### config.mk
export PLATFORM = sky130hd
export DESIGN_NAME = csel_ctrl
export DESIGN_NICKNAME = d
export VERILOG_FILES = /design/src/rtl/csel_pkg.sv /design/src/rtl/csel_decode.sv /design/src/rtl/csel_seq.sv /design/src/rtl/csel_ctrl.sv
export SDC_FILE = /design/constraint.sdc
export NUM_CORES = 1
export LEC_CHECK = 0
export BUFFER_PORTS_ARGS = -buffer_cell sky130_fd_sc_hd__buf_4
export CORE_AREA = 2 2 351 353
export DETAILED_ROUTE_END_ITERATION = 8
export DIE_AREA = 0 0 353 355
export SKIP_CTS_REPAIR_TIMING = 1
export SLEW_MARGIN = 20
export SYNTH_ARGS = -nofsm -noshare
export SYNTH_HDL_FRONTEND = slang
export SYNTH_SLANG_ARGS = --single-unit
### constraint.sdc
create_clock -name clk -period 2.99 [get_ports clk]
set_input_delay 0 -clock clk [delete_from_list [all_inputs] [get_ports clk]]
set_output_delay 0 -clock clk [all_outputs]
set_load 0.05 [all_outputs]
### src/rtl/csel_pkg.sv
package csel_pkg;

    localparam int LANES   = 4;
    localparam int LANE_AW = $clog2(LANES);

    typedef enum logic [1:0] {
        SZ_BYTE = 2'd0,
        SZ_HALF = 2'd1,
        SZ_WORD = 2'd2,
        SZ_WIDE = 2'd3
    } xfer_size_e;

    typedef enum logic [1:0] {
        SEQ_IDLE  = 2'd0,
        SEQ_DRIVE = 2'd1,
        SEQ_FAULT = 2'd2
    } seq_state_e;

    // Strobe context captured when an access is accepted
    typedef struct packed {
        logic             wr;
        logic [LANES-1:0] lanes;
    } strobe_t;

    // Byte lanes touched by an access of the given size at the given low address
    function automatic logic [LANES-1:0] lane_mask(input logic [LANE_AW-1:0] lo,
                                                   input xfer_size_e sz);
        logic [LANES-1:0] m;
        case (sz)
            SZ_BYTE: m = LANES'(1) << lo;
            SZ_HALF: m = LANES'(3) << {lo[LANE_AW-1], 1'b0};
            default: m = '1;
        endcase
        return m;
    endfunction

endpackage

### src/rtl/csel_decode.sv
module csel_decode #(
    parameter int NREG = 12,
    parameter int AW   = 32,
    parameter int IW   = $clog2(NREG)
) (
    input  logic [AW-1:0]      addr,
    input  logic [NREG*AW-1:0] base,
    input  logic [NREG*AW-1:0] mask,
    input  logic [NREG-1:0]    valid,
    output logic               hit,
    output logic [NREG-1:0]    sel,
    output logic [IW-1:0]      idx
);

    logic [NREG-1:0] match;

    for (genvar g = 0; g < NREG; g++) begin : g_cmp
        logic [AW-1:0] m_g;
        assign m_g      = mask[g*AW +: AW];
        assign match[g] = valid[g] && ((addr & m_g) == (base[g*AW +: AW] & m_g));
    end

    // Lowest index wins: scan downwards so the last assignment is the lowest hit
    always_comb begin
        sel = '0;
        idx = '0;
        hit = |match;
        for (int i = NREG - 1; i >= 0; i--) begin
            if (match[i]) begin
                sel    = '0;
                sel[i] = 1'b1;
                idx    = IW'(i);
            end
        end
    end

endmodule

### src/rtl/csel_seq.sv
module csel_seq
    import csel_pkg::*;
#(
    parameter int NREG = 12,
    parameter int WW   = 5
) (
    input  logic             clk,
    input  logic             rst,
    input  logic             req,
    input  logic             hit,
    input  logic [NREG-1:0]  sel,
    input  logic [WW-1:0]    wait_cyc,
    input  strobe_t          strb_in,
    output logic [NREG-1:0]  cs,
    output logic             oe,
    output logic [LANES-1:0] we,
    output logic             ack,
    output logic             err,
    output logic             busy
);

    seq_state_e      state_q;
    logic [NREG-1:0] sel_q;
    logic [WW-1:0]   cnt_q;
    strobe_t         strb_q;

    always_ff @(posedge clk) begin
        if (rst) begin
            state_q <= SEQ_IDLE;
            sel_q   <= '0;
            cnt_q   <= '0;
            strb_q  <= '0;
        end else begin
            case (state_q)
                SEQ_IDLE: begin
                    if (req) begin
                        if (hit) begin
                            state_q <= SEQ_DRIVE;
                            sel_q   <= sel;
                            cnt_q   <= wait_cyc;
                            strb_q  <= strb_in;
                        end else begin
                            state_q <= SEQ_FAULT;
                        end
                    end
                end
                SEQ_DRIVE: begin
                    if (cnt_q == '0) begin
                        state_q <= SEQ_IDLE;
                        sel_q   <= '0;
                    end else begin
                        cnt_q <= cnt_q - 1'b1;
                    end
                end
                default: state_q <= SEQ_IDLE;
            endcase
        end
    end

    logic driving;
    assign driving = (state_q == SEQ_DRIVE);

    assign cs   = driving ? sel_q : '0;
    assign oe   = driving && !strb_q.wr;
    assign we   = (driving && strb_q.wr) ? strb_q.lanes : '0;
    assign ack  = driving && (cnt_q == '0);
    assign err  = (state_q == SEQ_FAULT);
    assign busy = (state_q != SEQ_IDLE);

endmodule

### src/rtl/csel_ctrl.sv
module csel_ctrl
    import csel_pkg::*;
#(
    parameter int          NREG      = 12,
    parameter int          AW        = 32,
    parameter int          WW        = 5,
    parameter int          MAX_WAIT  = 30,
    parameter logic [31:0] BOOT_BASE = 32'hFF00_0000,
    parameter logic [31:0] BOOT_MASK = 32'hFF00_0000
) (
    input  logic               clk,
    input  logic               rst,
    input  logic               req,
    input  logic [AW-1:0]      addr,
    input  logic               wr,
    input  logic [1:0]         size,
    input  logic [NREG*AW-1:0] cfg_base,
    input  logic [NREG*AW-1:0] cfg_mask,
    input  logic [NREG*WW-1:0] cfg_wait,
    input  logic [NREG-1:0]    cfg_valid,
    output logic [NREG-1:0]    cs,
    output logic               oe,
    output logic [3:0]         we,
    output logic               ack,
    output logic               err,
    output logic               busy
);

    localparam int IW = $clog2(NREG);
    localparam logic [WW-1:0] WMAX = WW'(MAX_WAIT);

    // Boot window stays in force until region 0 is first enabled
    logic boot_q;
    always_ff @(posedge clk) begin
        if (rst)               boot_q <= 1'b1;
        else if (cfg_valid[0]) boot_q <= 1'b0;
    end

    logic [NREG*AW-1:0] eff_base, eff_mask;
    logic [NREG*WW-1:0] eff_wait;
    logic [NREG-1:0]    eff_valid;

    for (genvar g = 0; g < NREG; g++) begin : g_eff
        if (g == 0) begin : g_boot
            assign eff_base[AW-1:0] = boot_q ? AW'(BOOT_BASE) : cfg_base[AW-1:0];
            assign eff_mask[AW-1:0] = boot_q ? AW'(BOOT_MASK) : cfg_mask[AW-1:0];
            assign eff_wait[WW-1:0] = boot_q ? WMAX : cfg_wait[WW-1:0];
            assign eff_valid[0]     = boot_q | cfg_valid[0];
        end else begin : g_pass
            assign eff_base[g*AW +: AW] = cfg_base[g*AW +: AW];
            assign eff_mask[g*AW +: AW] = cfg_mask[g*AW +: AW];
            assign eff_wait[g*WW +: WW] = cfg_wait[g*WW +: WW];
            assign eff_valid[g]         = cfg_valid[g];
        end
    end

    logic            hit;
    logic [NREG-1:0] sel;
    logic [IW-1:0]   idx;

    csel_decode #(.NREG(NREG), .AW(AW), .IW(IW)) u_dec (
        .addr  (addr),
        .base  (eff_base),
        .mask  (eff_mask),
        .valid (eff_valid),
        .hit   (hit),
        .sel   (sel),
        .idx   (idx)
    );

    logic [WW-1:0] raw_wait, lim_wait;
    assign raw_wait = eff_wait[idx*WW +: WW];
    assign lim_wait = (raw_wait > WMAX) ? WMAX : raw_wait;

    strobe_t strb;
    assign strb.wr    = wr;
    assign strb.lanes = lane_mask(addr[LANE_AW-1:0], xfer_size_e'(size));

    csel_seq #(.NREG(NREG), .WW(WW)) u_seq (
        .clk      (clk),
        .rst      (rst),
        .req      (req),
        .hit      (hit),
        .sel      (sel),
        .wait_cyc (lim_wait),
        .strb_in  (strb),
        .cs       (cs),
        .oe       (oe),
        .we       (we),
        .ack      (ack),
        .err      (err),
        .busy     (busy)
    );

endmodule

## Yosys cells after proc, flatten, opt, wreduce, memory -nomap -nowiden

Cells that the tools add are included.

- Memories: 0
- Register bits after elaboration: 25
- Latch bits: 0
- ROM bits: 0
- Word-level logic and storage cells: 125
- Input port bits: 878
- Bits in writable memories: 0
- Output and inout bits: 20

- Shift-type cells: 3
- Divide/modulo/power cells: 0
- Reduce and logical (&&, ||, !) cells: 26
- Bitwise gates (word level): 25
- Multiply operators: 1
- Multiplexer cells: 43
- Equality and inequality tests: 19
- Magnitude comparators: 1
- $add $sub $neg: 1

Operator list:

| kind | number |
|---|---|
| AND 32 bit | 24 |
| == test 32 bit | 12 |
| 2-to-1 mux 12 bit | 16 |
| 2-to-1 mux 32 bit | 2 |
| indexed part select 60 x 8 -> 5 bit | 1 |
| 2-to-1 mux 4 bit | 13 |
| 2-to-1 mux 5 bit | 5 |
| case mux 12 bit (2 select lines) | 1 |
| logical AND 1 bit | 15 |
| OR reduction 12 bit | 1 |
| case mux 5 bit (2 select lines) | 1 |
| inequality test 2 bit (second input constant) | 4 |
| case mux 4 bit (2 select lines) | 1 |
| AND reduction 4 bit | 2 |
| multiplier 4 x 3 -> 7 bit (second input constant) | 1 |
| 2-to-1 mux 2 bit | 3 |
| greater-than comparator 5 bit (second input constant) | 1 |
| logical NOT 5 bit | 1 |
| subtractor 5 x 1 -> 5 bit (second input constant) | 1 |
| == test 2 x 1 -> 1 bit (second input constant) | 2 |
| logical NOT 2 bit | 2 |
| case mux 2 bit (2 select lines) | 1 |
| nonzero test 2 bit | 2 |
| << shifter 1 x 2 -> 4 bit (first input constant) | 1 |
| other kinds (6) | 6 |

## Longest topological paths before layout

Gate-level depths: netlist of run 1.

- Depth in word-level cells: 22
- Mapped depth: 16
- Depth with buffers taken out: 13

## By module

A second synthesis of run 1 with hierarchy kept.

- Cells, all modules: 968
- Area, all modules: 8082.8 sq um

By module, submodules not included:

| module | instances | seq. area each (sq um) | area an instance (sq um) | cells an instance |
|---|---|---|---|---|
| csel_decode | 1 | 0.0 | 5803.1 | 702 |
| csel_seq | 1 | 480.5 | 1171.1 | 123 |
| csel_ctrl | 1 | 20.0 | 1108.6 | 143 |

## Least setup slack after synthesis of run 1

Ideal clock, no wire load.

- Kind: in2reg
- Start point: in addr[4]
- End point: reg u_seq.cnt_q[0]
- Path buffers: 1
- Cell stages on the path: 14
- Library setup time: 0.079 ns
- Data arrival time: 2.792 ns
- Path slack: 0.119 ns
- Data required time: 2.911 ns
- Cell sequence: buf_2 -> xor2_1 -> a22oi_1 -> nand4_1 -> nor4_2 -> nand2_1 -> a311oi_1 -> o221ai_1 -> nand2_1 -> mux4_2 -> a22oi_1 -> o21ai_1 -> and3_4 -> a211oi_2

- Cells in the longest elaborated chain, start to end: 22
- Elaborated cells between the ends (all ways): 58
- Classes of those cells: 1 x mul; 1 x order compare; 13 x eq/ne; 1 x shift; 16 x mux; 12 x bitwise; 14 x reduce/logical

RTL lines:

| what | RTL line | text |
|---|---|---|
| start: declaration | csel_ctrl.sv:14 | `input logic [AW-1:0] addr,` |
| AND 32 bit | csel_decode.sv:20 | `assign match[g] = valid[g] && ((addr & m_g) == (base[g*AW +: AW] & m_g));` |
| == test 32 bit | csel_decode.sv:20 |  |
| logical AND 1 bit | csel_decode.sv:20 |  |
| 2-to-1 mux 4 bit (12 in a row) | csel_decode.sv:29 | `if (match[i]) begin` |
| multiplier 4 x 3 -> 7 bit | csel_ctrl.sv:72 | `assign raw_wait = eff_wait[idx*WW +: WW];` |
| indexed part select 60 x 8 -> 5 bit | csel_ctrl.sv:72 |  |
| greater-than comparator 5 bit | csel_ctrl.sv:73 | `assign lim_wait = (raw_wait > WMAX) ? WMAX : raw_wait;` |
| 2-to-1 mux 5 bit | csel_ctrl.sv:73 |  |
| 2-to-1 mux 5 bit | csel_seq.sv:37 | `if (hit) begin` |
| 2-to-1 mux 5 bit | csel_seq.sv:36 | `if (req) begin` |
| case mux 5 bit (2 select lines) | csel_seq.sv:34 | `case (state_q)` |
| end signal: assignment | csel_seq.sv:40 | `cnt_q <= wait_cyc;` |
| end signal: assignment | csel_seq.sv:52 | `cnt_q <= cnt_q - 1'b1;` |
| end: declaration | csel_seq.sv:24 | `logic [WW-1:0] cnt_q;` |

Several ways; a longest one is shown, not always the timed one. The select of a mux whose other input is x is not followed.
A chain may end at the register's enable or synchronous reset.

## Final worst setup path of run 1

- Start point: in addr[10]
- End point: reg u_seq.cnt_q[3]

Same word-level chain as after synthesis.

==> impl_metrics.csv, run 1 <==
group,metric,value,unit
global_route,grt_pass1_vias,17070,
clock_tree,cts_tree,"done",
setup_path,reg2regPathDepth,14,
setup_path,crit_family,"compound AO/OA/AOI/OAI gates",
clock_tree,cts_buffers,3,
job,drv_cap,0,
timing,max_freq,0.2967,GHz
setup_path,crit_type,"in -> reg",
setup_path,path_max_fanout,6,
logic_synthesis,synth_common_cells,"xor2_1, a22oi_1, nand4_1",
timing,setup_ws,-0.3805,ns
placement,gp_congestion,1.014,
setup_path,endpoint,"u_seq.cnt_q[3]",
drt,drt_wl_total,148.9,mm
floorplanning,die-area,125300,um2
setup_path,startpoint,"addr[10]",
timing,fin_worst_skew,0.001943,ns
timing,hold_viol,0,
pwr,p_per_area,196.6,nW/um2
placement,io_buffer_count,897,
setup_path,worst-path-stages,16,
setup_path,crit_slowest_cell,"or4_4",
drt,dr_total_vias,16490,
timing,fin_crit_sh,112.7,%
setup_path,worstPathArrival,3.52,ns
logic_synthesis,syn_inst,1175,
setup_path,cp.required,3.14,ns
clock_tree,clock_latency,0.26,ns
floorplanning,initial_core_util,7.672,%
setup_path,path_cells,"buf_4 > buf_4 > xor2_2 > a22oi_2 > nand4_1 > or4_4 > o2bb2a_4 > o311ai_4 > nor2_4 > buf_12 > clkbuf_16 > mux4_2 > a22oi_2 > o21ai_2 > a221oi_2 > nor2_1",
logic_synthesis,ys_ff_latch,25,
final_layout,drive_gt1_share,60.45,%
placement,place_hpwl,138.7,mm
logic_synthesis,yosysSeqAreaShare,5.373,%
drt,drc,0,
logic_synthesis,ys.flop_type,"dfxtp_1",
setup_path,end_kind,"register",
drt,dr.pass1.iters,8,
hold_path,hold_path_class,"in -> reg",
logic_synthesis,synth-edff-count,0,
hold_path,min_from,"size[1]",
setup_path,start_kind,"input port",
setup_path,worst-path-buf-inv,4,
floorplanning,fp.dieW,353,um
clock_tree,ctsHtreeMaxLevel,1,
global_route,grt_overflow,0,
timing,relSlewSlack,51.36,%
logic_synthesis,synth_top_area_share,35.36,%
pwr,irDropWorstVdd,0.0002004,V
status,violations,"negative setup slack",
setup_path,rrSetupSlack,-0.15,ns
final_layout,fillers,13890,
logic_synthesis,yosysTopAreaCell,"xor2_1",
global_route,grt_pass1_wl,182.9,mm
setup_path,cp_slowest_stage_delay,0.54,ns
global_route,grtUsageTotal,22.44,%
pwr,finalPower,4.508,mW
global_route,antenna_found_initial,83,
logic_synthesis,netlist_top_cells_area,"xor2_1, a22oi_1, nand4_1, dfxtp_1, mux2i_1",
logic_synthesis,synth_area,9314,um2
clock_tree,clock_path_buffers,2,
timing,min_period,3.371,ns
setup_path,r2r-start,"boot_q",
drt,wl_per_cell,36.20,um
global_route,grt_max_degree,26,
final_layout,layout.nets,3336,
timing,worst_pin_slew,0.7272,ns
drt,viasPerCell,4.006,
logic_synthesis,yosys_warnings,0,
logic_synthesis,syn_avg_cell_area,7.927,um2
status,status,"finished, violations left",
logic_synthesis,synthDistinctLibCells,64,
floorplanning,row_count,128,
drt,antenna_left,0,
floorplanning,die_h,355,um
logic_synthesis,yosysMostFrequentCell,"xor2_1",
timing,setup_viol_count_final,7,
setup_path,r2r_end,"u_seq.cnt_q[3]",
timing,drv_slew,0,
clock_tree,root_buffer,"clkbuf_16",
timing,rsz0062_at_grt,"yes",
logic_synthesis,syn_nets,2055,
timing,hold_slack,0.05328,ns
floorplanning,core_area,121400,um2
pwr,power_leakage,10.46,nW
clock_tree,cts_sinks,25,
clock_tree,clk_pin_slew,0.07,ns
logic_synthesis,ys_async_sr_fraction,0,%
final_layout,area_delta_synth_final,146.2,%
drt,drt_iter0_markers,1356,
floorplanning,num_io_pins,898,
## routing by layer
metal	vias to the layer above	share of wire [%]	wire length [um]	global-route usage, %
li1	7175	-	-	-
met1	7939	40	59040	26.89
met2	1056	47	70480	38.59
met3	265	8.5	12680	6.256
met4	50	4.3	6426	7.226
met5	-	0.22	322	0
## worst min-delay path by stage
stage	to	cells past startpoint
2_1_floorplan	u_seq.strb_q[4]	2
3_3_place_gp	u_seq.strb_q[4]	3
4_1_cts	u_seq.strb_q[4]	3
5_1_grt	u_seq.strb_q[3]	3
6_report	u_seq.strb_q[1]	3
3_5_place_dp	u_seq.strb_q[4]	3
## area by class of cell
cell class	instances	area, um2	share of cell area, %
clock buffer	3	75.07	0.3274
tap	1625	2033	8.866
sequential	25	501.7	2.188
multi-input combinational	1089	9293	40.52
clock inverter	1	7.507	0.03274
timing repair buffer	1330	10910	47.57
antenna	35	87.58	0.3819
inverter	7	26.28	0.1146
## report_power, final
group	switching (mW)	leakage, nW	total, mW	internal (mW)
clock network	0.126	0.0373	0.307	0.182
registers	0.0137	0.203	0.360	0.346
logic	1.93	10.2	3.84	1.92
## state kept, by name (all words and copies together), names as in the netlist
| name | flops |
|---|---|
| u_seq.sel_q | 12 |
| u_seq.strb_q | 5 |
| boot_q | 1 |
| u_seq.cnt_q | 5 |
| u_seq.state_q | 2 |
## layout by cell type, fill, tap and decap left out, types with 21 or more instances in the layout
cell type,count
xor2_2,29
buf_4,1223
nor2_1,21
a22oi_2,35
diode_2,35
buf_12,49
mux2i_1,26
a22oi_1,229
xor2_1,339
buf_6,38
a222oi_1,22
nand4_1,92
nand2_1,61
dfxtp_1,24
## worst reg2reg max path, stage by stage (launching register included)
cell and delay, ns:
dfxtp_2 0.39, nand2b_1 0.17, mux2i_1 0.19, a222oi_1 0.14, and4b_1 0.25, o21ai_4 0.13
o311ai_4 0.17, nor2_4 0.19, buf_12 0.13, clkbuf_16 0.14, mux4_2 0.50, a22oi_2 0.20
o21ai_2 0.09, a221oi_2 0.27, nor2_1 0.07
## per-stage QoR
| step | util, % | TNS [ns] | cell area, um2 | setup WS, ns | std cells |
|---|---|---|---|---|---|
| after CTS | 17.38 | -17.90 | 21090 | -1.314 | 4043 |
| after floorplan | - | 0 | 9314 | 0.1186 | 1175 |
| after detailed placement | 17.31 | -23.97 | 21010 | -1.565 | 4039 |
| after global routing | 18.86 | -2.473 | 22900 | -0.4838 | 4102 |
| after global placement | 17.31 | -24.32 | 21010 | -1.650 | 4039 |
| final | 18.89 | -1.513 | 22930 | -0.3805 | 4115 |
## cell families after synthesis
logic type	after synthesis	synth area share, %
AOI/OAI and AO/OA	382	31.86
xor gates and xnor gates	376	35.36
and+or+nand+nor	290	17.97
buffers and inverters	62	4.460
muxes	38	4.702
DFF	25	5.373
adders and majority gates	2	0.2686
Power figures use the tool's default switching activity.
==> run 2: changes to the inputs <==
- BUFFER_PORTS_ARGS: -buffer_cell sky130_fd_sc_hd__buf_4 -> default
- DONT_BUFFER_PORTS: default -> 1
==> run 2 against run 1 <==
The run ends with negative hold slack left. Routed wire length is 5.4% lower. Maximum frequency is 14% higher. Clock skew up 0.0060 ns. Core utilization is 8.1 points lower. Sequential share of layout area up 1.6 points. Register-to-register slack better by 0.20 ns. Die area stayed put. Clock power is 6% higher. Final cell count shrank 27%. Clock-buffer cell count unchanged. Total power fell by 45%. Sequential power about the same.
==> impl_metrics.csv, run 2 (synthesized netlist as in run 1, its figures left out) <==
group,metric,value,unit
drt,dr.pass1.iters,6,
drt,drt_iter0_markers,1344,
timing,rsz0062_at_grt,"yes",
global_route,grt_overflow,0,
clock_tree,ctsHtreeMaxLevel,1,
final_layout,fin_util,10.82,%
setup_path,worstPathArrival,3.15,ns
floorplanning,initial_core_util,7.672,%
timing,worst_pin_slew,0.9478,ns
pwr,finalPower,2.457,mW
drt,antenna_left,0,
clock_tree,clock_path_buffers,2,
hold_path,hold_path_class,"in -> reg",
final_layout,layout.nets,2193,
final_layout,multi_input_area,8810,um2
timing,fin_worst_skew,0.007911,ns
timing,max_freq,0.3384,GHz
timing,hold_slack,-0.2118,ns
final_layout,final_cell_mix,"xor2_1, a22oi_1, buf_4",
status,violations,"negative hold slack",
timing,fin_crit_sh,98.85,%
floorplanning,fp.dieW,353,um
final_layout,regMostFlops,"u_seq.sel_q",
setup_path,path_max_fanout,16,
drt,viasPerCell,4.281,
final_layout,largest_register_ffs,12,
pwr,power_leakage,4.549,nW
floorplanning,num_io_pins,898,
setup_path,reg2regPathDepth,16,
drt,drc,0,
timing,tns,0,ns
timing,min_period,2.956,ns
drt,wl_per_cell,47.08,um
clock_tree,clk_pin_slew,0.08,ns
setup_path,rrSetupSlack,0.05,ns
clock_tree,cts_buffers,3,
setup_path,end_kind,"register",
setup_path,crit_type,"in -> reg",
floorplanning,die_h,355,um
final_layout,final_cells,2992,
hold_path,whs_path_depth,1,
setup_path,start_kind,"input port",
drt,drt_wl_total,140.9,mm
final_layout,area_delta_synth_final,41.04,%
final_layout,layout_commonest_cell,"xor2_1",
final_layout,drive_gt1_share,22.33,%
placement,gp_congestion,1.063,
final_layout,fillers,14290,
job,drv_cap,0,
placement,place_hpwl,121.6,mm
placement,dp_cells,2924,
floorplanning,row_count,128,
floorplanning,core_area,121400,um2
clock_tree,clock_latency,0.27,ns
clock_tree,root_buffer,"clkbuf_16",
pwr,irDropWorstVdd,0.0002353,V
final_layout,reg.largest.list,"u_seq.sel_q x12, u_seq.cnt_q x5, u_seq.strb_q x5",
setup_path,cp.required,3.19,ns
global_route,grt_pass1_wl,166.7,mm
final_layout,seq_area,501.7,um2
floorplanning,die-area,125300,um2
drt,dr_total_vias,12810,
clock_tree,cts_tree,"done",
timing,hold_viol,24,
timing,drv_slew,0,
placement,io_buffer_count,0,
global_route,antenna_found_initial,63,
timing,relSlewSlack,36.68,%
global_route,grt_max_degree,26,
timing,setup_viol_count_final,0,
global_route,grt_pass1_vias,12390,
pwr,p_per_area,187.1,nW/um2
clock_tree,cts_sinks,25,
status,status,"finished, violations left",
global_route,grtUsageTotal,21.18,%
## run 2: changes by cell type in the layout (fill, tap and decap cells not counted), sizes merged
cell and change:
a21o -1, buf -1141, clkbuf -1, diode +20
## run 2: path summary, 6_finish.rpt
kind                  start               to
max                 addr[1]   u_seq.cnt_q[0]
min                     rst  u_seq.strb_q[0]
max reg2reg          boot_q   u_seq.cnt_q[0]
min reg2reg  u_seq.sel_q[9]   u_seq.sel_q[9]
## run 2: per-stage QoR
stage | area, um2 | setup WS [ns] | hold slack, ns
floorplan | 9314 | 0.1186 | 0.1472
global placement | 12410 | -1.374 | 0.07162
detailed placement | 12430 | -0.7842 | 0.07380
CTS | 12510 | -0.5067 | -0.2084
global route | 13080 | -0.08195 | -0.2114
finish | 13140 | 0.03449 | -0.2118
## run 2: area by class of cell
| cell class | count | share of cell area, % |
|---|---|---|
| clock inverters | 1 | 0.05715 |
| inverters | 7 | 0.2000 |
| well taps | 1625 | 15.48 |
| multi-input cells | 1088 | 67.06 |
| flip-flops and latches | 25 | 3.819 |
| diodes | 55 | 1.048 |
| clock buffers | 3 | 0.5715 |
| repair buffers | 188 | 11.76 |
## run 2: worst max-delay path, stage by stage
cell	delay, ns
xor2_1	0.20
a22oi_1	0.25
nand4_1	0.18
nor4_2	0.34
buf_4	0.22
a211oi_2	0.07
buf_4	0.17
a311oi_2	0.22
buf_4	0.16
o221ai_4	0.10
nand2_2	0.11
buf_12	0.14
mux4_2	0.30
a22oi_2	0.19
o21ai_2	0.09
and3_4	0.19
a211oi_2	0.19
## run 2: where the power goes
group          switching (mW)  leakage [nW]  total, mW  internal, mW
clock                   0.143        0.0375      0.325         0.183
combinational           0.955          4.31       1.78         0.821
sequential             0.0109         0.203      0.357         0.346
## run 2: per-layer routing
metal	routed length (um)	track usage, %	vias to the layer above	share of wire [%]
li1	-	-	4935	-
met2	63170	33.52	1218	45
met4	6478	9.132	30	4.6
met3	18700	11.51	247	13
met1	52300	23.41	6380	37
met5	209	0	-	0.15
==> run 3: changes to the inputs <==
- GPL_TIMING_DRIVEN: default -> 0
==> run 3 against run 2 <==
The flow finishes with violations (negative setup slack). Core utilization grew 0.45 points. Via count shrank 3.4%. Clock-buffer cell count is the same. First-iteration DRC count grew 12%. Global-route usage grew 0.11 points. Sequential power is essentially flat. Flip-flop and latch count is the same. Maximum frequency shrank 13%. Routed wire length grew 1.8%. Final cell count shrank 2.1%. Clock power shrank 3%. Worst hold slack gained 0.21 ns. Critical path type unchanged. Highest routed layer unchanged.
==> impl_metrics.csv, run 3 (synthesized netlist as in run 1, its figures left out) <==
group,metric,value,unit
setup_path,r2r_end,"u_seq.cnt_q[3]",
final_layout,area_delta_synth_final,46.86,%
floorplanning,die_h,355,um
drt,wl_per_cell,48.94,um
placement,place_area,11390,um2
pwr,power_leakage,4.701,nW
drt,antenna_left,0,
status,status,"finished, violations left",
final_layout,fin_util,11.27,%
floorplanning,die-area,125300,um2
placement,dpl_worst_slack,-2.351,ns
placement,place_hpwl,123.1,mm
timing,fin_crit_sh,113.4,%
setup_path,worstPathArrival,3.53,ns
final_layout,largest_register_ffs,12,
timing,min_period,3.389,ns
setup_path,endpoint,"u_seq.cnt_q[3]",
pwr,p_clk_share,10.8,%
final_layout,reg.largest.list,"u_seq.sel_q x12, u_seq.cnt_q x5, u_seq.strb_q x5",
drt,dr_total_vias,12380,
pwr,p_sw_share,53.90,%
setup_path,startpoint,"addr[13]",
final_layout,drive_gt1_share,21.67,%
global_route,grt_pass1_vias,11780,
final_layout,multi_input_area,9071,um2
final_layout,regMostFlops,"u_seq.sel_q",
drt,drc,0,
setup_path,end_kind,"register",
clock_tree,root_buffer,"clkbuf_16",
timing,setup_ws,-0.3993,ns
setup_path,cp.required,3.13,ns
placement,dp_cells,2803,
final_layout,seq_area,501.7,um2
floorplanning,num_io_pins,898,
drt,viasPerCell,4.224,
final_layout,final_cell_mix,"xor2_1, a22oi_1, nand4_1",
clock_tree,cts_buffers,3,
drt,drt_wl_total,143.4,mm
timing,hold_viol,0,
clock_tree,clock_latency,0.26,ns
timing,worst_pin_slew,1.002,ns
clock_tree,cts_sinks,25,
timing,setup_viol_count_final,9,
global_route,grt_max_degree,16,
timing,relSlewSlack,33.04,%
placement,io_buffer_count,0,
timing,rsz0062_at_grt,"yes",
clock_tree,ctsHtreeMaxLevel,1,
job,drv_cap,0,
final_layout,layout_commonest_cell,"xor2_1",
setup_path,reg2regPathDepth,15,
clock_tree,clk_pin_slew,0.07,ns
pwr,irDropWorstVdd,0.0002092,V
setup_path,path_max_fanout,10,
global_route,grt_pass1_wl,165.4,mm
pwr,combPwrFrac,76.9,%
pwr,seq_power_share,12.3,%
hold_path,hold_path_class,"in -> reg",
floorplanning,row_count,128,
final_layout,layout.nets,2164,
drt,dr.pass1.iters,6,
floorplanning,core_area,121400,um2
floorplanning,fp.dieW,353,um
timing,max_freq,0.2951,GHz
pwr,p_int,1.341,mW
status,violations,"negative setup slack",
final_layout,fillers,14200,
placement,gp_congestion,1.032,
pwr,p_sw,1.568,mW
setup_path,start_kind,"input port",
floorplanning,initial_core_util,7.672,%
timing,fin_worst_skew,0.001852,ns
final_layout,final_cells,2930,
global_route,grt_overflow,0,
drt,drt_iter0_markers,1499,
clock_tree,clock_path_buffers,2,
clock_tree,cts_tree,"done",
setup_path,r2r-start,"boot_q",
timing,drv_slew,0,
global_route,grtUsageTotal,21.28,%
pwr,p_per_area,212.6,nW/um2
final_layout,design_area,13680,um2
global_route,antenna_found_initial,53,
setup_path,crit_type,"in -> reg",
setup_path,rrSetupSlack,-0.21,ns
timing,hold_slack,0.003011,ns
## run 3: power by group through the flow
| stage | Sequential [mW] | Combinational (mW) | Clock [mW] |
|---|---|---|---|
| 6_report | 0.358 | 2.24 | 0.315 |
| 5_1_grt | 0.360 | 2.33 | 0.328 |
| 2_1_floorplan | 0.360 | 1.08 | 0 |
| 3_3_place_gp | 0.364 | 1.94 | 0 |
| 4_1_cts | 0.357 | 1.95 | 0.308 |
| 3_5_place_dp | 0.364 | 1.94 | 0 |
## run 3: metrics by stage
| stage | setup TNS (ns) | power [mW] |
|---|---|---|
| after global placement | -43.74 | 2.303 |
| after floorplan | 0 | 1.439 |
| after CTS | -35.74 | 2.613 |
| after global routing | -2.095 | 3.021 |
| final | -1.738 | 2.908 |
| after detailed placement | -41.83 | 2.302 |
## run 3: worst min path at each step
stage | startpoint | to | slack (ns) | cells past startpoint
after floorplan | wr | u_seq.strb_q[4] | 0.15 | 2
after global placement | wr | u_seq.strb_q[4] | 0.15 | 2
after detailed placement | wr | u_seq.strb_q[4] | 0.17 | 2
after CTS | wr | u_seq.strb_q[4] | -0.11 | 2
after global routing | size[0] | u_seq.strb_q[3] | 0.02 | 2
final | size[0] | u_seq.strb_q[3] | 0.003 | 2
## run 3: per-layer routing
metal  vias to the layer above  GRT usage [%]  routed length [um]
met2                      1157          34.61               64600
met4                        30          5.932                5521
met3                       250          10.12               17140
met1                      6110          24.86               55870
met5                         -              0                 254
li1                       4828              -                   -
## run 3: area by class of cell
class / count / share of cell area (%)
Inverter: 7 / 0.1921
Tap cell: 1625 / 14.86
Timing Repair Buffer: 103 / 7.675
Buffer: 55 / 6.275
Clock buffer: 3 / 0.5488
Multi-Input combinational cell: 1089 / 66.32
Sequential cell: 25 / 3.668
Clock inverter: 1 / 0.05488
Antenna cell: 22 / 0.4025
## run 3: critical path, stage by stage
cell       delay (ns)
clkbuf_8         0.36
xor2_1           0.28
a22oi_2          0.38
nand4_2          0.17
nor4_4           0.15
buf_4            0.19
a22oi_2          0.11
a2111oi_4        0.41
nor2_4           0.06
buf_12           0.15
buf_6            0.11
mux4_2           0.42
a22oi_2          0.18
o21ai_2          0.10
a221oi_2         0.33
nor2_1           0.06
